==> config.mk <==
export PLATFORM = sky130hd
export DESIGN_NAME = snap_stream_tx
export DESIGN_NICKNAME = d
export VERILOG_FILES = /design/src/rtl/snap_stream_pkg.sv /design/src/rtl/snap_cfg_reg.sv /design/src/rtl/snap_word_src.sv /design/src/rtl/snap_bit_timer.sv /design/src/rtl/snap_bit_engine.sv /design/src/rtl/snap_stream_tx.sv
export SDC_FILE = /design/constraint.sdc
export NUM_CORES = 1
export LEC_CHECK = 0
export CORE_MARGIN = 2
export CORE_UTILIZATION = 40
export DETAILED_ROUTE_END_ITERATION = 16
export DONT_BUFFER_PORTS = 1
export SKIP_CTS_REPAIR_TIMING = 1
export SKIP_LAST_GASP = 1
export SLEW_MARGIN = 20
export SYNTH_ARGS = -nofsm -noshare
export SYNTH_HDL_FRONTEND = slang
export SYNTH_SLANG_ARGS = --single-unit
==> constraint.sdc <==
create_clock -name clk -period 4.3 [get_ports clk]
set_clock_uncertainty 0.15 [all_clocks]
set_input_delay 0.215 -clock clk [delete_from_list [all_inputs] [get_ports clk]]
set_output_delay 0.215 -clock clk [all_outputs]
set_load 0.03 [all_outputs]
==> src/rtl/snap_stream_pkg.sv <==
// Shared types and helpers for the snapshot streaming transmitter.
// Assumes the 8-bit configuration layout given in the block brief.
package snap_stream_pkg;

    localparam int CFG_W = 8;

    // Engine states: idle, shifting a package, pausing between packages.
    typedef enum logic [1:0] {
        ST_IDLE  = 2'd0,
        ST_SHIFT = 2'd1,
        ST_GAP   = 2'd2
    } eng_state_t;

    // Decoded configuration fields.
    typedef struct packed {
        logic       sel_pol;   // active select level
        logic [1:0] subset;    // word subset, reserved code folded to 00
        logic       gap_en;    // pause between packages
        logic       pkg_small; // short packages when gaps are on
        logic       clk_slow;  // slower serial clock
    } snap_cfg_t;

    // Map a raw configuration byte to its fields; upper two bits are ignored.
    function automatic snap_cfg_t decode_cfg(input logic [CFG_W-1:0] raw);
        snap_cfg_t c;
        c.clk_slow  = raw[0];
        c.pkg_small = raw[1];
        c.gap_en    = raw[2];
        c.subset    = (raw[4:3] == 2'b11) ? 2'b00 : raw[4:3];
        c.sel_pol   = raw[5];
        return c;
    endfunction

endpackage

==> src/rtl/snap_cfg_reg.sv <==
// Configuration register: captures the raw configuration byte every cycle
// and holds it in decoded form. Assumes the byte is quasi-static.
module snap_cfg_reg
    import snap_stream_pkg::*;
(
    input  logic             clk,
    input  logic             rst_n,
    input  logic [CFG_W-1:0] cfg_raw,
    output snap_cfg_t        cfg_q
);

    // Register the decoded configuration; all fields reset to zero.
    always_ff @(posedge clk) begin
        if (!rst_n) begin
            cfg_q <= '0;
        end else begin
            cfg_q <= decode_cfg(cfg_raw);
        end
    end

endmodule

==> src/rtl/snap_word_src.sv <==
// Snapshot store and word selector. On capture it freezes every sample
// and its availability flag. It presents the sign-extended (or zeroed)
// word at the requested index. Assumes word_idx < NUM_WORDS.
module snap_word_src #(
    parameter int NUM_WORDS = 16,
    parameter int SAMPLE_W  = 24,
    parameter int WORD_W    = 32,
    localparam int IDX_W    = $clog2(NUM_WORDS),
    localparam int EXT_W    = WORD_W - SAMPLE_W
) (
    input  logic                          clk,
    input  logic                          rst_n,
    input  logic                          capture,
    input  logic [NUM_WORDS*SAMPLE_W-1:0] samples_flat,
    input  logic [NUM_WORDS-1:0]          avail_mask,
    input  logic [IDX_W-1:0]              word_idx,
    output logic [WORD_W-1:0]             word_out
);

    logic [WORD_W-1:0] ext_word [NUM_WORDS];

    for (genvar k = 0; k < NUM_WORDS; k++) begin : g_slot
        logic [SAMPLE_W-1:0] raw_q;
        logic                av_q;

        // Freeze this sample and its availability flag at burst start.
        always_ff @(posedge clk) begin
            if (!rst_n) begin
                raw_q <= '0;
                av_q  <= 1'b0;
            end else if (capture) begin
                raw_q <= samples_flat[k*SAMPLE_W +: SAMPLE_W];
                av_q  <= avail_mask[k];
            end
        end

        assign ext_word[k] = av_q ? {{EXT_W{raw_q[SAMPLE_W-1]}}, raw_q}
                                  : '0;
    end

    // Select the word currently being shifted.
    always_comb begin
        word_out = ext_word[word_idx];
    end

endmodule

==> src/rtl/snap_bit_timer.sv <==
// Bit-period timer. While run is high it counts system cycles within a
// serial bit period of DIV_FAST or DIV_SLOW cycles. It flags the low
// half of the period and the period's last cycle. Assumes even dividers.
module snap_bit_timer #(
    parameter int DIV_FAST = 2,
    parameter int DIV_SLOW = 4,
    localparam int CNT_W   = $clog2(DIV_SLOW + 1)
) (
    input  logic clk,
    input  logic rst_n,
    input  logic run,
    input  logic slow,
    output logic low_phase,
    output logic period_end
);

    logic [CNT_W-1:0] cnt;
    logic [CNT_W-1:0] last_val;
    logic [CNT_W-1:0] half_val;

    // Pick the terminal count and the half point for the selected rate.
    always_comb begin
        last_val = slow ? CNT_W'(DIV_SLOW - 1) : CNT_W'(DIV_FAST - 1);
        half_val = slow ? CNT_W'(DIV_SLOW / 2) : CNT_W'(DIV_FAST / 2);
    end

    // Count cycles within a bit period; park at zero when stopped.
    always_ff @(posedge clk) begin
        if (!rst_n) begin
            cnt <= '0;
        end else if (!run || cnt == last_val) begin
            cnt <= '0;
        end else begin
            cnt <= cnt + 1'b1;
        end
    end

    assign low_phase  = run && (cnt < half_val);
    assign period_end = run && (cnt == last_val);

endmodule

==> src/rtl/snap_bit_engine.sv <==
// Burst sequencer. It accepts a start when idle and enabled, latches the
// configuration, and walks the chosen word subset bit by bit, inserting
// gaps when asked. It drives the three serial lines and the done pulse.
// Assumes the word source answers word_idx within the same cycle.
module snap_bit_engine
    import snap_stream_pkg::*;
#(
    parameter int NUM_WORDS   = 16,
    parameter int GROUP_A     = 7,
    parameter int WORD_W      = 32,
    parameter int PKG_SMALL   = 8,
    parameter int GAP_PERIODS = 7,
    localparam int IDX_W      = $clog2(NUM_WORDS),
    localparam int SLOT_W     = $clog2(NUM_WORDS + 1),
    localparam int BIT_W      = $clog2(WORD_W),
    localparam int PKG_LOG    = $clog2(PKG_SMALL),
    localparam int GAP_W      = $clog2(GAP_PERIODS + 1)
) (
    input  logic              clk,
    input  logic              rst_n,
    input  logic              enable,
    input  logic              start,
    input  snap_cfg_t         cfg_live,
    input  logic              period_end,
    input  logic              low_phase,
    input  logic [WORD_W-1:0] cur_word,
    output logic              capture,
    output logic              run,
    output snap_cfg_t         cfg_b,
    output logic [IDX_W-1:0]  word_idx,
    output logic              ser_clk,
    output logic              ser_data,
    output logic              ser_sel,
    output logic              done
);

    eng_state_t         state;
    logic [SLOT_W-1:0]  slot;
    logic [SLOT_W-1:0]  first_b;
    logic [SLOT_W-1:0]  count_b;
    logic [SLOT_W-1:0]  first_n;
    logic [SLOT_W-1:0]  count_n;
    logic [BIT_W-1:0]   bitpos;
    logic [GAP_W-1:0]   gapcnt;
    logic               done_q;
    logic               word_last;
    logic               slot_last;
    logic               pkg_end;

    // Translate the subset code into a first index and a word count.
    always_comb begin
        case (cfg_live.subset)
            2'b01: begin
                first_n = '0;
                count_n = SLOT_W'(GROUP_A);
            end
            2'b10: begin
                first_n = SLOT_W'(GROUP_A);
                count_n = SLOT_W'(NUM_WORDS - GROUP_A);
            end
            default: begin
                first_n = '0;
                count_n = SLOT_W'(NUM_WORDS);
            end
        endcase
    end

    // Position flags for the bit now on the line.
    always_comb begin
        word_last = (bitpos == BIT_W'(WORD_W - 1));
        slot_last = (slot == count_b - 1'b1);
        if (!cfg_b.gap_en) begin
            pkg_end = 1'b0;
        end else if (cfg_b.pkg_small) begin
            pkg_end = (bitpos[PKG_LOG-1:0] == {PKG_LOG{1'b1}});
        end else begin
            pkg_end = word_last;
        end
    end

    // Sequence the burst: accept, shift, pause, finish or abort.
    always_ff @(posedge clk) begin
        if (!rst_n) begin
            state   <= ST_IDLE;
            slot    <= '0;
            first_b <= '0;
            count_b <= '0;
            bitpos  <= '0;
            gapcnt  <= '0;
            cfg_b   <= '0;
            done_q  <= 1'b0;
        end else begin
            done_q <= 1'b0;
            if (!enable) begin
                state <= ST_IDLE;
            end else begin
                case (state)
                    ST_IDLE: begin
                        if (start) begin
                            state   <= ST_SHIFT;
                            cfg_b   <= cfg_live;
                            first_b <= first_n;
                            count_b <= count_n;
                            slot    <= '0;
                            bitpos  <= '0;
                            gapcnt  <= '0;
                        end
                    end
                    ST_SHIFT: begin
                        if (period_end) begin
                            if (word_last && slot_last) begin
                                state  <= ST_IDLE;
                                done_q <= 1'b1;
                            end else begin
                                bitpos <= word_last ? '0 : bitpos + 1'b1;
                                if (word_last) begin
                                    slot <= slot + 1'b1;
                                end
                                if (pkg_end) begin
                                    state  <= ST_GAP;
                                    gapcnt <= '0;
                                end
                            end
                        end
                    end
                    ST_GAP: begin
                        if (period_end) begin
                            if (gapcnt == GAP_W'(GAP_PERIODS - 1)) begin
                                state <= ST_SHIFT;
                            end else begin
                                gapcnt <= gapcnt + 1'b1;
                            end
                        end
                    end
                    default: state <= ST_IDLE;
                endcase
            end
        end
    end

    assign capture  = (state == ST_IDLE) && enable && start;
    assign run      = (state != ST_IDLE);
    assign word_idx = IDX_W'(first_b + slot);
    assign done     = done_q;

    // Drive the serial lines from the engine state.
    always_comb begin
        ser_clk  = !((state == ST_SHIFT) && low_phase);
        ser_data = (state == ST_SHIFT) ? cur_word[BIT_W'(WORD_W - 1) - bitpos]
                                       : 1'b1;
        case (state)
            ST_SHIFT: ser_sel = cfg_b.sel_pol;
            ST_GAP:   ser_sel = !cfg_b.sel_pol;
            default:  ser_sel = !cfg_live.sel_pol;
        endcase
    end

endmodule

==> src/rtl/snap_stream_tx.sv <==
// Top of the snapshot streaming transmitter. It connects the configuration
// register, snapshot store, bit timer and burst sequencer. Assumes clk
// runs at the fast divider ratio times the nominal fast serial rate.
module snap_stream_tx
    import snap_stream_pkg::*;
#(
    parameter int NUM_WORDS   = 16,
    parameter int GROUP_A     = 7,
    parameter int SAMPLE_W    = 24,
    parameter int WORD_W      = 32,
    parameter int PKG_SMALL   = 8,
    parameter int GAP_PERIODS = 7,
    parameter int DIV_FAST    = 2,
    parameter int DIV_SLOW    = 4,
    localparam int IDX_W      = $clog2(NUM_WORDS)
) (
    input  logic                          clk,
    input  logic                          rst_n,
    input  logic                          enable,
    input  logic                          start,
    input  logic [CFG_W-1:0]              cfg_in,
    input  logic [NUM_WORDS-1:0]          avail_mask,
    input  logic [NUM_WORDS*SAMPLE_W-1:0] samples_flat,
    output logic                          ser_clk,
    output logic                          ser_data,
    output logic                          ser_sel,
    output logic                          done
);

    snap_cfg_t         cfg_live;
    snap_cfg_t         burst_cfg;
    logic              capture;
    logic              eng_busy;
    logic              low_phase;
    logic              period_end;
    logic [IDX_W-1:0]  word_idx;
    logic [WORD_W-1:0] cur_word;

    snap_cfg_reg u_cfg (
        .clk     (clk),
        .rst_n   (rst_n),
        .cfg_raw (cfg_in),
        .cfg_q   (cfg_live)
    );

    snap_word_src #(
        .NUM_WORDS (NUM_WORDS),
        .SAMPLE_W  (SAMPLE_W),
        .WORD_W    (WORD_W)
    ) u_src (
        .clk          (clk),
        .rst_n        (rst_n),
        .capture      (capture),
        .samples_flat (samples_flat),
        .avail_mask   (avail_mask),
        .word_idx     (word_idx),
        .word_out     (cur_word)
    );

    snap_bit_timer #(
        .DIV_FAST (DIV_FAST),
        .DIV_SLOW (DIV_SLOW)
    ) u_timer (
        .clk        (clk),
        .rst_n      (rst_n),
        .run        (eng_busy),
        .slow       (burst_cfg.clk_slow),
        .low_phase  (low_phase),
        .period_end (period_end)
    );

    snap_bit_engine #(
        .NUM_WORDS   (NUM_WORDS),
        .GROUP_A     (GROUP_A),
        .WORD_W      (WORD_W),
        .PKG_SMALL   (PKG_SMALL),
        .GAP_PERIODS (GAP_PERIODS)
    ) u_eng (
        .clk        (clk),
        .rst_n      (rst_n),
        .enable     (enable),
        .start      (start),
        .cfg_live   (cfg_live),
        .period_end (period_end),
        .low_phase  (low_phase),
        .cur_word   (cur_word),
        .capture    (capture),
        .run        (eng_busy),
        .cfg_b      (burst_cfg),
        .word_idx   (word_idx),
        .ser_clk    (ser_clk),
        .ser_data   (ser_data),
        .ser_sel    (ser_sel),
        .done       (done)
    );

endmodule

==> impl_metrics.toml <==
[sta]
drv_slew = 0
setup_ws_ns = -0.115
worst_pin_slew_ns = 1.46
rsz0062_at_grt = "yes"
min_period_ns = 4.41
holdWs_ns = 0.0138
fmax_ghz = 0.227
hold_viol = 0
finalSetupViolations = 1
maxSlewHeadroom_pct = 2.63
fin_crit_sh_pct = 103
final.setup.tns_ns = -0.115

[cts]
h-tree-depth = 2
cts.sinks = 433
cts_tree = "done"
clkLatencyLatePin_ns = 0.59
clk_pin_slew_ns = 0.06
clock_path_buffers = 3
clock-root-buffer = "clkbuf_16"
cts_buffers = 48

[final_layout]
multiInputGateArea_sq_mm = 0.0110
drive_gt1_share_pct = 8.90
seqCellArea_sq_mm = 0.00868
fin_cells = 3701
nFillCells = 4297
final_nets = 3416
mostFrequentLayoutCell = "nand2_1"
area_growth_pct = 40.2
most-common-layout-cells = "nand2_1 (927), dlygate4sd3_1 (505), dfxtp_1 (431)"

[setup_path]
worstPathCellList = "ha_4, fa_2, xnor2_4, clkbuf_16, buf_4, a221oi_4, nor4_2, a211oi_1, a21oi_1, a221o_1, a22oi_1, o211ai_1, buf_4"
r2r_end = "u_src.g_slot[1].raw_q[18]"
crit_top_cell = "buf_4"
path_class = "flop to output pin"
cp_max_fo = 7
cp.depth = 13
cp-end-kind = "output pin"
critPathBufInv = 3
ff2ff_path_depth = 7
r2r-start = "u_eng.state[0]"
required_ns = 3.93
r2r_slack_ns = 0.99
crit_slowest_cell = "fa_2"
max_stage_delay_ns = 0.48
start_kind = "flop"
cp.arrival_ns = 4.05
crit_family = "compound AO/OA/AOI/OAI gates"

[global_route]
use_met2_pct = 44.8
top_usage_layer = "met2"
grt_use_met1_pct = 38.4
grtUsageTotal_pct = 27.8
grt_overflow = 0
antenna_found_initial = 11
grt_max_degree = 426
gr-usage-met3_pct = 4.43
grt_pass1_vias = 17294
grt_first_pass_wirelength_mm = 110

[drt]
wire_per_inst_um = 24.0
totalWireLength_mm = 88.9
final_antenna_net_count = 0
dr.pass1.iters = 6
drc = 0
vias = 21283
via_per_inst = 5.75
drtIter0Drc = 2239

[placed_design]
portBuffers = 0
hpwl_mm = 56.2
routabilityCongestion = 0.892
placed_cells = 3075

[yosys]
ys_ff_latch = 433
synth_mux_area_share_pct = 2.30
synthAdderAreaFrac_pct = 1.27
synth_top_family_by_area = "compound AO/OA/AOI/OAI gates"
async_flop_share_pct = 0
ys_seq_area_share_pct = 42.7
synth_compound_area_share_pct = 26.2
syn_area_sq_mm = 0.0203
post_synth_num_cell_types = 65
avgSynthCellArea_sq_um = 7.97
synth_xor_area_share_pct = 0.468
yosys.area_share.simple_pct = 22.1
synth_nets = 2979
synth_edf_count = 0
synth_top_flop_cell = "dfxtp_1"
synth_warnings = 0
synth_cells = 2547

[power_and_ir_drop]
p_leak_nw = 10.4
power.density_mw_per_mm2 = 359
peakVddDrop_mv = 0.257

[die]
boundaryPins = 416
die_w_um = 229
die_height_um = 229
die_area_sq_mm = 0.0526
coreArea_sq_mm = 0.0502
rows = 82
start_util_pct = 40.5

[worst_hold_path]
hold_path_end = "u_src.g_slot[14].raw_q[12]"
hold_start = "rst_n"
whs_path_depth = 2
min-delay-path-class = "primary input to flop"

[run_status]
violations = "negative setup slack"
status = "finished with violations"

[job]
max_cap_viol_count = 0
-- state kept, by name, summed over array words and instances (netlist names) --
register / flops
u_cfg.cfg_q: 6
u_eng.bitpos: 5
u_eng.cfg_b: 4
u_eng.count_b: 4
u_eng.done: 1
u_eng.gapcnt: 3
u_eng.slot: 5
u_eng.state: 2
u_src.g_slot.av_q: 16
u_src.g_slot.raw_q: 384
u_timer.cnt: 3
-- final cells by class --
| cell class | count | share of cell area [%] |
|---|---|---|
| Tap cell | 672 | 2.95 |
| Clock inverter | 26 | 1.49 |
| Timing Repair Buffer | 619 | 21.6 |
| Inverter | 15 | 0.198 |
| Sequential cell | 433 | 30.5 |
| Multi-Input combinational cell | 1867 | 38.5 |
| Clock buffer | 62 | 4.76 |
| Antenna cell | 7 | 0.0615 |
-- synthesized netlist by cell type, drive strengths merged (16+ instances only) --
cell	instances	area, sq um
buf	46	263
o21ai	43	215
a21oi	17	85.1
nand3	72	360
nand2	927	3480
ha	19	238
a22oi	16	120
a221oi	89	786
nor2	25	101
clkbuf	186	698
a21boi	414	3110
dfxtp	433	8670
o211ai	51	383
-- how the worst max path moves through the flow --
stage	from	to
2_1_floorplan	u_eng.count_b[3]	ser_data
3_3_place_gp	u_eng.count_b[3]	ser_data
3_5_place_dp	u_eng.count_b[3]	ser_data
4_1_cts	u_eng.count_b[3]	ser_data
5_1_grt	u_eng.count_b[3]	ser_data
6_report	u_eng.count_b[3]	ser_data
-- through the flow --
step | utilization, % | total power, mW | worst slack, ns | cell area [sq um]
6_report | 56.8 | 10.2 | -0.115 | 28500
5_1_grt | 56.7 | 10.5 | -0.188 | 28500
4_1_cts | 45.4 | 9.74 | -0.531 | 22800
3_5_place_dp | 41.8 | 5.13 | 0.111 | 21000
3_3_place_gp | 41.8 | 5.10 | 0.0932 | 21000
2_1_floorplan | - | 4.91 | 0.909 | 20300
-- cells by family after synthesis --
family,Yosys count
buf+inv,247
fa+ha+maj,20
compound gates,701
xor+xnor,10
mux,27
simple gates,1109
flops,433
-- power breakdown --
group / switching [mW] / internal [mW]
clock: 1.79 / 2.89
sequential: 0.143 / 4.21
combinational: 0.618 / 0.564
total: 2.55 / 7.66
-- metal layers --
layer / routed length, um / up-vias
li1: - / 9654
met1: 37000 / 10292
met2: 41700 / 1060
met3: 6560 / 271
met4: 3660 / 6
met5: 44 / -
Note: power is estimated with default switching activity, not from simulation.
